## config.mk

```make
export PLATFORM = sky130hd
export DESIGN_NAME = xint_ctrl
export DESIGN_NICKNAME = d
export VERILOG_FILES = /design/src/rtl/xint_pkg.sv /design/src/rtl/xint_sync.sv /design/src/rtl/xint_detect.sv /design/src/rtl/xint_bank.sv /design/src/rtl/xint_ctrl.sv
export SDC_FILE = /design/constraint.sdc
export NUM_CORES = 1
export LEC_CHECK = 0
export ABC_CLOCK_PERIOD_IN_PS = 3190
export BUFFER_PORTS_ARGS = -buffer_cell sky130_fd_sc_hd__buf_4
export CAP_MARGIN = 20
export CORE_MARGIN = 2
export CORE_UTILIZATION = 31
export CTS_BUF_LIST = sky130_fd_sc_hd__clkbuf_2 sky130_fd_sc_hd__clkbuf_4 sky130_fd_sc_hd__clkbuf_8
export CTS_CLUSTER_SIZE = 8
export DETAILED_ROUTE_END_ITERATION = 16
export PLACE_DENSITY = 0.56
export SLEW_MARGIN = 0
export SYNTH_ARGS = -nofsm -noshare
export SYNTH_HDL_FRONTEND = slang
export SYNTH_SLANG_ARGS = --single-unit
```

## constraint.sdc

```tcl
create_clock -name clk -period 3.19 [get_ports clk]
set_clock_uncertainty 0.1 [all_clocks]
set_input_delay 0.319 -clock clk [delete_from_list [all_inputs] [get_ports clk]]
set_output_delay 0.319 -clock clk [all_outputs]
set_load 0.01 [all_outputs]
```

## src/rtl/xint_pkg.sv

```systemverilog
package xint_pkg;

  localparam int SEL_W = 2;

  typedef enum logic [SEL_W-1:0] {
    SEL_CTRL = 2'd0,
    SEL_MASK = 2'd1,
    SEL_PEND = 2'd2,
    SEL_NONE = 2'd3
  } reg_sel_t;

  localparam int TRIG_W = 3;

  typedef enum logic [TRIG_W-1:0] {
    TRIG_LOW  = 3'd0,
    TRIG_HIGH = 3'd1,
    TRIG_FALL = 3'd2,
    TRIG_RISE = 3'd3,
    TRIG_BOTH = 3'd4
  } trig_t;

endpackage

```

## src/rtl/xint_sync.sv

```systemverilog
module xint_sync #(
  parameter int W    = 32,
  parameter bit INIT = 1'b1
) (
  input  logic         clk,
  input  logic         rst,
  input  logic [W-1:0] pin_i,
  output logic [W-1:0] cur_o,
  output logic [W-1:0] prev_o
);

  localparam logic [W-1:0] RST_VAL = {W{INIT}};

  logic [W-1:0] stage1_q;
  logic [W-1:0] stage2_q;
  logic [W-1:0] prev_q;

  // two capture stages, then one more sample kept for edge comparison
  always_ff @(posedge clk) begin
    if (rst) begin
      stage1_q <= RST_VAL;
      stage2_q <= RST_VAL;
      prev_q   <= RST_VAL;
    end else begin
      stage1_q <= pin_i;
      stage2_q <= stage1_q;
      prev_q   <= stage2_q;
    end
  end

  assign cur_o  = stage2_q;
  assign prev_o = prev_q;

endmodule

```

## src/rtl/xint_detect.sv

```systemverilog
module xint_detect
  import xint_pkg::*;
#(
  parameter int CODE_W = TRIG_W
) (
  input  logic              cur_i,
  input  logic              prev_i,
  input  logic [CODE_W-1:0] code_i,
  output logic              hit_o
);

  logic rise;
  logic fall;

  assign rise = cur_i & ~prev_i;
  assign fall = ~cur_i & prev_i;

  always_comb begin
    unique case (code_i)
      CODE_W'(TRIG_LOW):  hit_o = ~cur_i;
      CODE_W'(TRIG_HIGH): hit_o = cur_i;
      CODE_W'(TRIG_FALL): hit_o = fall;
      CODE_W'(TRIG_RISE): hit_o = rise;
      CODE_W'(TRIG_BOTH): hit_o = rise | fall;
      default:            hit_o = 1'b0;
    endcase
  end

endmodule

```

## src/rtl/xint_bank.sv

```systemverilog
module xint_bank
  import xint_pkg::*;
#(
  parameter int GRP_PINS = 8,
  parameter int CODE_W   = TRIG_W,
  parameter int FIELD_W  = 4,
  parameter int DATA_W   = 32
) (
  input  logic                       clk,
  input  logic                       rst,
  input  logic                       wr_en_i,
  input  reg_sel_t                   sel_i,
  input  logic [DATA_W-1:0]          wdata_i,
  input  logic [GRP_PINS-1:0]        hit_i,
  output logic [GRP_PINS*CODE_W-1:0] codes_o,
  output logic [GRP_PINS-1:0]        mask_o,
  output logic [GRP_PINS-1:0]        pend_o,
  output logic [DATA_W-1:0]          rdata_o
);

  localparam int CTRL_BITS = GRP_PINS * FIELD_W;
  localparam int PAD_W     = FIELD_W - CODE_W;
  localparam int TOP_W     = DATA_W - CTRL_BITS;
  localparam int FLAG_PAD  = DATA_W - GRP_PINS;

  logic [GRP_PINS-1:0][CODE_W-1:0] code_q;
  logic [GRP_PINS-1:0]             mask_q;
  logic [GRP_PINS-1:0]             pend_q;
  logic [GRP_PINS-1:0]             clr_vec;
  logic [GRP_PINS-1:0]             off_vec;
  logic [DATA_W-1:0]               ctrl_word;
  logic                            unused_wdata;

  // every write bit is looked at by some field or discarded on purpose
  assign unused_wdata = ^wdata_i;

  // trigger fields: fixed stride, only the code bits are stored
  always_ff @(posedge clk) begin
    if (rst) begin
      code_q <= '0;
    end else if (wr_en_i && sel_i == SEL_CTRL) begin
      for (int k = 0; k < GRP_PINS; k++) begin
        code_q[k] <= wdata_i[k*FIELD_W +: CODE_W];
      end
    end
  end

  always_ff @(posedge clk) begin
    if (rst) begin
      mask_q <= '1;
    end else if (wr_en_i && sel_i == SEL_MASK) begin
      mask_q <= wdata_i[GRP_PINS-1:0];
    end
  end

  // write-one-to-clear, with a new detection winning over a clear
  assign clr_vec = (wr_en_i && sel_i == SEL_PEND) ? wdata_i[GRP_PINS-1:0]
                                                  : '0;

  always_ff @(posedge clk) begin
    if (rst) begin
      pend_q <= '0;
    end else begin
      pend_q <= (pend_q & ~clr_vec) | hit_i;
    end
  end

  // read image of the control word
  for (genvar k = 0; k < GRP_PINS; k++) begin : g_field
    assign ctrl_word[k*FIELD_W +: CODE_W] = code_q[k];
    assign off_vec[k] = (code_q[k] > CODE_W'(TRIG_BOTH));
    if (PAD_W > 0) begin : g_pad
      assign ctrl_word[k*FIELD_W+CODE_W +: PAD_W] = '0;
    end
  end

  if (TOP_W > 0) begin : g_top
    assign ctrl_word[DATA_W-1:CTRL_BITS] = '0;
  end

  always_comb begin
    unique case (sel_i)
      SEL_CTRL: rdata_o = ctrl_word;
      SEL_MASK: rdata_o = {{FLAG_PAD{1'b0}}, mask_q};
      SEL_PEND: rdata_o = {{FLAG_PAD{1'b0}}, pend_q};
      default:  rdata_o = '0;
    endcase
  end

  assign codes_o = code_q;
  assign mask_o  = mask_q;
  assign pend_o  = pend_q;


  pend_clear_chk: assert property (@(posedge clk) disable iff (rst)
    ((pend_q & $past(clr_vec & ~hit_i)) == '0));


  pend_hold_chk: assert property (@(posedge clk) disable iff (rst)
    (($past(pend_q) & ~pend_q & ~$past(clr_vec)) == '0));


  disabled_code_chk: assert property (@(posedge clk) disable iff (rst)
    ((pend_q & ~$past(pend_q) & $past(off_vec)) == '0));

endmodule

```

## src/rtl/xint_ctrl.sv

```systemverilog
module xint_ctrl
  import xint_pkg::*;
#(
  parameter int NUM_PINS  = 32,
  parameter int GRP_PINS  = 8,
  parameter int CODE_W    = TRIG_W,
  parameter int FIELD_W   = 4,
  parameter int NUM_DED   = 16,
  parameter int DATA_W    = 32,
  parameter bit SYNC_INIT = 1'b1,
  parameter int ADDR_W    = $clog2(NUM_PINS / GRP_PINS) + SEL_W
) (
  input  logic                clk,
  input  logic                rst,
  input  logic [NUM_PINS-1:0] pin_i,
  input  logic                bus_wr_i,
  input  logic                bus_rd_i,
  input  logic [ADDR_W-1:0]   bus_addr_i,
  input  logic [DATA_W-1:0]   bus_wdata_i,
  output logic [DATA_W-1:0]   bus_rdata_o,
  output logic                bus_rvalid_o,
  output logic [NUM_DED-1:0]  irq_ded_o,
  output logic                irq_shared_o
);

  localparam int NUM_GRPS = NUM_PINS / GRP_PINS;
  localparam int GRP_AW   = ADDR_W - SEL_W;
  localparam int NUM_SHR  = NUM_PINS - NUM_DED;

  logic [NUM_PINS-1:0]        pin_cur;
  logic [NUM_PINS-1:0]        pin_prev;
  logic [NUM_PINS-1:0]        hit_all;
  logic [NUM_PINS-1:0]        mask_all;
  logic [NUM_PINS-1:0]        pend_all;
  logic [NUM_PINS*CODE_W-1:0] code_all;
  logic [DATA_W-1:0]          rd_word [NUM_GRPS];
  logic [GRP_AW-1:0]          grp_sel;
  reg_sel_t                   kind_sel;
  logic [NUM_DED-1:0]         ded_q;
  logic                       shr_q;
  logic [DATA_W-1:0]          rdata_q;
  logic                       rvalid_q;

  assign grp_sel  = bus_addr_i[ADDR_W-1:SEL_W];
  assign kind_sel = reg_sel_t'(bus_addr_i[SEL_W-1:0]);

  xint_sync #(
    .W    (NUM_PINS),
    .INIT (SYNC_INIT)
  ) u_sync (
    .clk    (clk),
    .rst    (rst),
    .pin_i  (pin_i),
    .cur_o  (pin_cur),
    .prev_o (pin_prev)
  );

  for (genvar p = 0; p < NUM_PINS; p++) begin : g_pin
    xint_detect #(
      .CODE_W (CODE_W)
    ) u_det (
      .cur_i  (pin_cur[p]),
      .prev_i (pin_prev[p]),
      .code_i (code_all[p*CODE_W +: CODE_W]),
      .hit_o  (hit_all[p])
    );
  end

  for (genvar g = 0; g < NUM_GRPS; g++) begin : g_grp
    logic grp_wr;
    assign grp_wr = bus_wr_i && (grp_sel == GRP_AW'(g));

    xint_bank #(
      .GRP_PINS (GRP_PINS),
      .CODE_W   (CODE_W),
      .FIELD_W  (FIELD_W),
      .DATA_W   (DATA_W)
    ) u_bank (
      .clk     (clk),
      .rst     (rst),
      .wr_en_i (grp_wr),
      .sel_i   (kind_sel),
      .wdata_i (bus_wdata_i),
      .hit_i   (hit_all[g*GRP_PINS +: GRP_PINS]),
      .codes_o (code_all[g*GRP_PINS*CODE_W +: GRP_PINS*CODE_W]),
      .mask_o  (mask_all[g*GRP_PINS +: GRP_PINS]),
      .pend_o  (pend_all[g*GRP_PINS +: GRP_PINS]),
      .rdata_o (rd_word[g])
    );
  end

  // registered read port
  always_ff @(posedge clk) begin
    if (rst) begin
      rdata_q  <= '0;
      rvalid_q <= 1'b0;
    end else begin
      rvalid_q <= bus_rd_i;
      if (bus_rd_i) begin
        rdata_q <= rd_word[grp_sel];
      end
    end
  end

  // registered interrupt lines
  always_ff @(posedge clk) begin
    if (rst) begin
      ded_q <= '0;
      shr_q <= 1'b0;
    end else begin
      ded_q <= pend_all[NUM_DED-1:0] & ~mask_all[NUM_DED-1:0];
      shr_q <= |(pend_all[NUM_PINS-1:NUM_DED] & ~mask_all[NUM_PINS-1:NUM_DED]);
    end
  end

  assign bus_rdata_o  = rdata_q;
  assign bus_rvalid_o = rvalid_q;
  assign irq_ded_o    = ded_q;
  assign irq_shared_o = shr_q;


  mask_block_chk: assert property (@(posedge clk) disable iff (rst)
    ((irq_ded_o & $past(mask_all[NUM_DED-1:0])) == '0));


  ded_pend_chk: assert property (@(posedge clk) disable iff (rst)
    ((irq_ded_o & ~$past(pend_all[NUM_DED-1:0])) == '0));


  shared_src_chk: assert property (@(posedge clk) disable iff (rst)
    $rose(irq_shared_o) |-> ($past(pend_all[NUM_PINS-1:NUM_DED]) != {NUM_SHR{1'b0}}));


  rvalid_chk: assert property (@(posedge clk) disable iff (rst)
    bus_rd_i |=> bus_rvalid_o);

endmodule

```

### Word-level counts from Yosys, hierarchy flattened

Index checks and enable logic that the tools add are counted.

* RAM bits: 0
* input port bits: 72
* latch bits: 0
* logic and storage cells: 452
* output and inout bits: 50
* memory bits (read-only): 0
* memories kept: 0
* flip-flop bits (word level): 306

* shifts and indexed selects: 0
* multiplexer cells: 43
* bitwise logic cells: 177
* equal/unequal tests: 133
* $add $sub $neg: 0
* divide/modulo/power cells: 0
* reductions and logical operators: 51
* $lt $le $gt $ge: 1
* $mul: 0

Operators with widths (count)
* 31-bit one-hot mux with 3 select lines: 4
* 3-bit by 2-bit equality test with 1-bit output, second input constant: 64
* 1-bit one-hot mux with 5 select lines: 32
* 3-bit by 1-bit equality test with 1-bit output, second input constant: 32
* 3-bit equality test, second input constant: 32
* 3-bit zero test: 32
* 1-bit AND: 64
* 32-bit binary-select mux with 2-bit select: 1
* 32-bit two-way mux: 2
* 1-bit NOT: 64
* 16-bit AND: 2
* 8-bit AND: 4
* 8-bit two-way mux: 4
* 16-bit NOT: 2
* 8-bit NOT: 4
* 1-bit OR: 32
* 8-bit OR: 4
* 1-bit logical AND: 16
* 16-bit OR reduction: 1
* 2-bit equality test, second input constant: 3
* 2-bit by 1-bit equality test with 1-bit output, second input constant: 2
* 2-bit zero test: 2
* 3-bit >= comparator, second input constant: 1
* 2-bit NOT with 3-bit output: 1

### Longest topological paths before layout

* depth after elaboration: 7
* mapped depth: 8
* gate-level depth less buffers: 6

### By module

From an unflattened synthesis, not the netlist that was laid out.

* cell total of the unflattened synthesis: 1621
* area, all modules: 15930.3 um^2

By module, submodules not included
* xint_bank: area an instance 2055.7 um^2, cells an instance 222, instances 4, sequential area each 800.8 um^2
* xint_sync: area an instance 2597.5 um^2, cells an instance 202, instances 1, sequential area each 1921.8 um^2
* xint_ctrl: area an instance 2587.5 um^2, cells an instance 211, instances 1, sequential area each 1001.0 um^2
* xint_detect: area an instance 78.8 um^2, cells an instance 10, instances 32, sequential area each 0.0 um^2

### Worst setup path before layout

Ideal clock, no wire load.

* path type: input port to flip-flop
* start point: input port bus_addr_i[3]
* end point: register rdata_q[20], in the netlist bus_rdata_o[20]
* buffers on the path: 2
* data required time: 2962 ps
* arrival time: 1504 ps
* setup slack: 1458 ps
* cell stages on the path: 5
* setup time: 128 ps
* cells stage by stage: buf_4 buf_2 mux4_2 a22oi_1 nor2_1

* longest elaborated chain between the ends: 4

RTL lines
* from (decl): RTL line xint_ctrl.sv:18 `input logic [ADDR_W-1:0] bus_addr_i,`
* 2-bit NOT with 3-bit output (implied by the code): RTL line xint_ctrl.sv:100 `rdata_q <= rd_word[grp_sel];`
* 32-bit binary-select mux with 2-bit select: RTL line xint_ctrl.sv:100
* 32-bit two-way mux (implied by the code) (2 in a row): RTL line xint_ctrl.sv:100
* to (signal assigned): RTL line xint_ctrl.sv:100
* to (decl): RTL line xint_ctrl.sv:41 `logic [DATA_W-1:0] rdata_q;`

No other way between the ends. The select of a mux whose other input is x is not followed.
A chain may end at the register's enable or synchronous reset.

==> impl_results.md <==
* Fin nets at 1789
* Starting density of the core at 0.3118
* Max cap viols at 0
* PortBufs at 109
* Deepest clock path buffer count at 3
* Antenna Nets Post-Route at 0
* Hold Violations, Final at 0
* Worst slew margin at 0.3458
* Pre-antenna DRT Iters at 8
* Critical path capture point type: flop
* Sum of negative setup slack at 0 ns
* Crit Path Max Fanout at 19
* Filler Cells Inserted at 4399
* Initial antenna violation count at 0
* Aggregate routed wire length at 39210 µm
* Fin. max-slew vios at 0
* Synth Register Bits at 300
* Clock root buffer: clkbuf_8
* YS warnings at 0
* Share of cells above drive strength 1 at 0.2129
* Global-route wire length before repair at 60490 µm
* Yosys cell types at 55
* Number of DRC markers in iteration 0 at 918
* Leak at 6.743 nW
* Critical Path AT at 2.45 ns
* Crit-path max cell delay at 0.87 ns
* Delay-heaviest family, CP: simple AND/OR/NAND/NOR gates
* Core Util, Final at 0.3794
* DRC viols at 0
* Clock Sinks at 300
* FP Rows at 76
* Power per Cell Area at 506.9 mW/mm²
* I/O pin cnt at 122
* Startpoint Class: input port
* Worst min-delay path category: input port to flop
* Post-detail-place hpwl at 26120 µm
* Pin count of the biggest net entering global routing at 119
* Peak Freq at 504.9 MHz
* Cell with the most instances after synthesis: dfxtp_1
* Gpl congestion at 0.8164
* Min Tclk post-route at 1.980 ns
* CP max-delay cell: nor3_4
* Asr flop ratio synth at 0
* Most frequent cells after synthesis: 300 x dfxtp_1, 290 x nand2_1, 107 x a21oi_1
* Power Total at 8.229 mW
* Req. time, crit path at 3.66 ns
* Buffers & Inverters on Critical Path at 3
* Remaining Overflow, GRT at 0
* Number of buffers created by CTS at 53
* Cells after Synth at 1497
* Yosys top cell area share at 0.4502
* Vias per cell at 4.931
* WL/cell at 17.52 µm
* Reg clk slew, reported paths at 0.06 ns
* Critical-path cell list: dlygate4sd3_1 -> buf_4 -> inv_2 -> nor3_4 -> a22oi_1 -> nor2_1
* Main synth FF type: dfxtp_1
* Worst-skew pair later-pin latency at 0.63 ns
* Gr usage total at 0.1747
* Area of the multi-input gates at 0.006538 mm²
* Worst-margin pin slew at 0.9782 ns
* Via count at 11040
* Vias in the first global route at 10660
* Status: completed
* RSZ-0062 raised after global routing: false
* Synthesized area at 0.01334 mm²
* Dpl cells at 2084
* Non-Filler Instances at 2238
* DIE WIDTH at 211.4 µm
* Number of flops mapped to enable cells by yosys at 0
* Tcrit/Tclk final at 0.6208
* Reg area at 0.006006 mm²
* Kind of critical path: input port to flop
* Die ar. at 0.04471 mm²
* CTS tree: done
* Core ar. at 0.04279 mm²
* Syn Area/Cell at 8.911 µm²
* Sequential element share of the synthesized area at 0.4502
* H-tree Lvls at 2
* Placed cell areas at 0.01456 mm²
* Dominant cell type by area after synthesis: dfxtp_1
* Die Y at 211.4 µm
* Largest cells by area after synthesis: dfxtp_1 45%, nand2_1 8.2%, ha_1 6.0%, or2_2 4.5%, a21oi_1 4.0%
* Design Area, Final at 0.01623 mm²
* Area grow syn2layout at 21.69%
* Worst VDD drop at 0.2402 mV
* Final setup fails at 0
-- cells by family after synthesis --
logic type,Yosys count,synth area share
buf+inv,182,0.06115
flops,300,0.4502
fa+ha+maj,64,0.06003
compound gates,308,0.1524
simple gates,579,0.2107
mux,63,0.06528
other cells,1,0.0002811
-- what timing repair did --
| item | 4_1_cts | 5_1_grt |
|---|---|---|
| endpoints found under the hold margin | 163 | 0 |
| endpoints found under the setup margin | 0 | 0 |
| setup buffers | 0 | 0 |
| gates resized for setup | 0 | 0 |
| hold buffers | 60 | 0 |
-- final timing paths --
kind	end	slack (ns)	startpoint	cells past startpoint
max	bus_rdata_o[30]$_SDFFE_PP0P_	1.21	bus_rd_i	6
min	bus_rdata_o[7]$_SDFFE_PP0P_	0.19	bus_addr_i[2]	3
max reg2reg	irq_shared_o$_SDFF_PP0_	1.22	g_grp[3].u_bank.pend_o[7]$_SDFF_PP0_	4
min reg2reg	u_sync.cur_o[21]$_SDFF_PP1_	0.30	u_sync.stage1_q[21]$_SDFF_PP1_	1
-- tightest hold or removal path, delay by kind of cell --
kind	cells	cell delay, ns
AO/OA/AOI/OAI	2	0.31
buffers and inverters	1	0.26
-- per-layer routing --
layer / global-route usage / wire length (µm) / part of all wire
met1: 0.2291 / 17680 / 0.45
met2: 0.2709 / 17320 / 0.44
met3: 0.04421 / 2683 / 0.068
met4: 0.07795 / 1527 / 0.039
met5: 0 / 0 / 0
-- power by group --
| group | switching (mW) | internal [mW] | total (mW) |
|---|---|---|---|
| sequential | 0.101 | 3.86 | 3.96 |
| clock | 1.63 | 1.97 | 3.60 |
| combinational | 0.357 | 0.311 | 0.668 |
-- stage by stage --
step	setup slack (ns)	hold WS [ns]
floorplan	1.458	0.2895
global placement	0.9324	0.2942
detailed placement	0.9160	0.2932
CTS	1.184	0.1522
global route	1.095	0.2239
finish	1.210	0.1928
-- sequential cells by signal, summed over array words and instances, names as in the netlist --
register / cells
u_sync.prev_o: 32
u_sync.stage1_q: 32
g_grp.u_bank.pend_o: 32
irq_shared_o: 1
u_sync.cur_o: 32
bus_rdata_o: 26
g_grp.u_bank.mask_o: 32
bus_rvalid_o: 1
g_grp.u_bank.codes_o: 96
irq_ded_o: 16
-- layout make-up --
cell class,instances,share of cell area
sequential,300,0.3699
antenna,1,0.0001541
clock buffer,79,0.06042
inverter,88,0.02035
clock inverter,14,0.005318
multi-input combinational,1020,0.4027
tap,546,0.04208
timing repair buffer,190,0.09904
-- cell usage in the layout, fill, tap and decap left out, drive strengths merged, types with 5 or more instances in the layout --
master       netlist  layout
or2               97      97
a221oi             8       8
nand3b            23      23
inv               88      90
nor3              35      35
ha                64      64
a22oi             20      20
nand2b            27      27
mux4              18      18
a32oi              6       6
a211o             31      31
nor2              57      57
a311o             13      13
dlygate4sd3        0      60
a21oi            111     111
buf               42     129
clkinv             0      10
a221o              6       6
nor2b              8       8
a211oi            19      19
nand2            290     290
mux2i             33      33
nand3              9       9
mux2              12      12
a31oi             33      33
o221ai            10      10
nor3b             18      18
o21ai             40      40
and3b              5       5
conb               1       6
clkbuf            52      80
dfxtp            300     300
No activity file was read; power rests on OpenSTA's default activity.
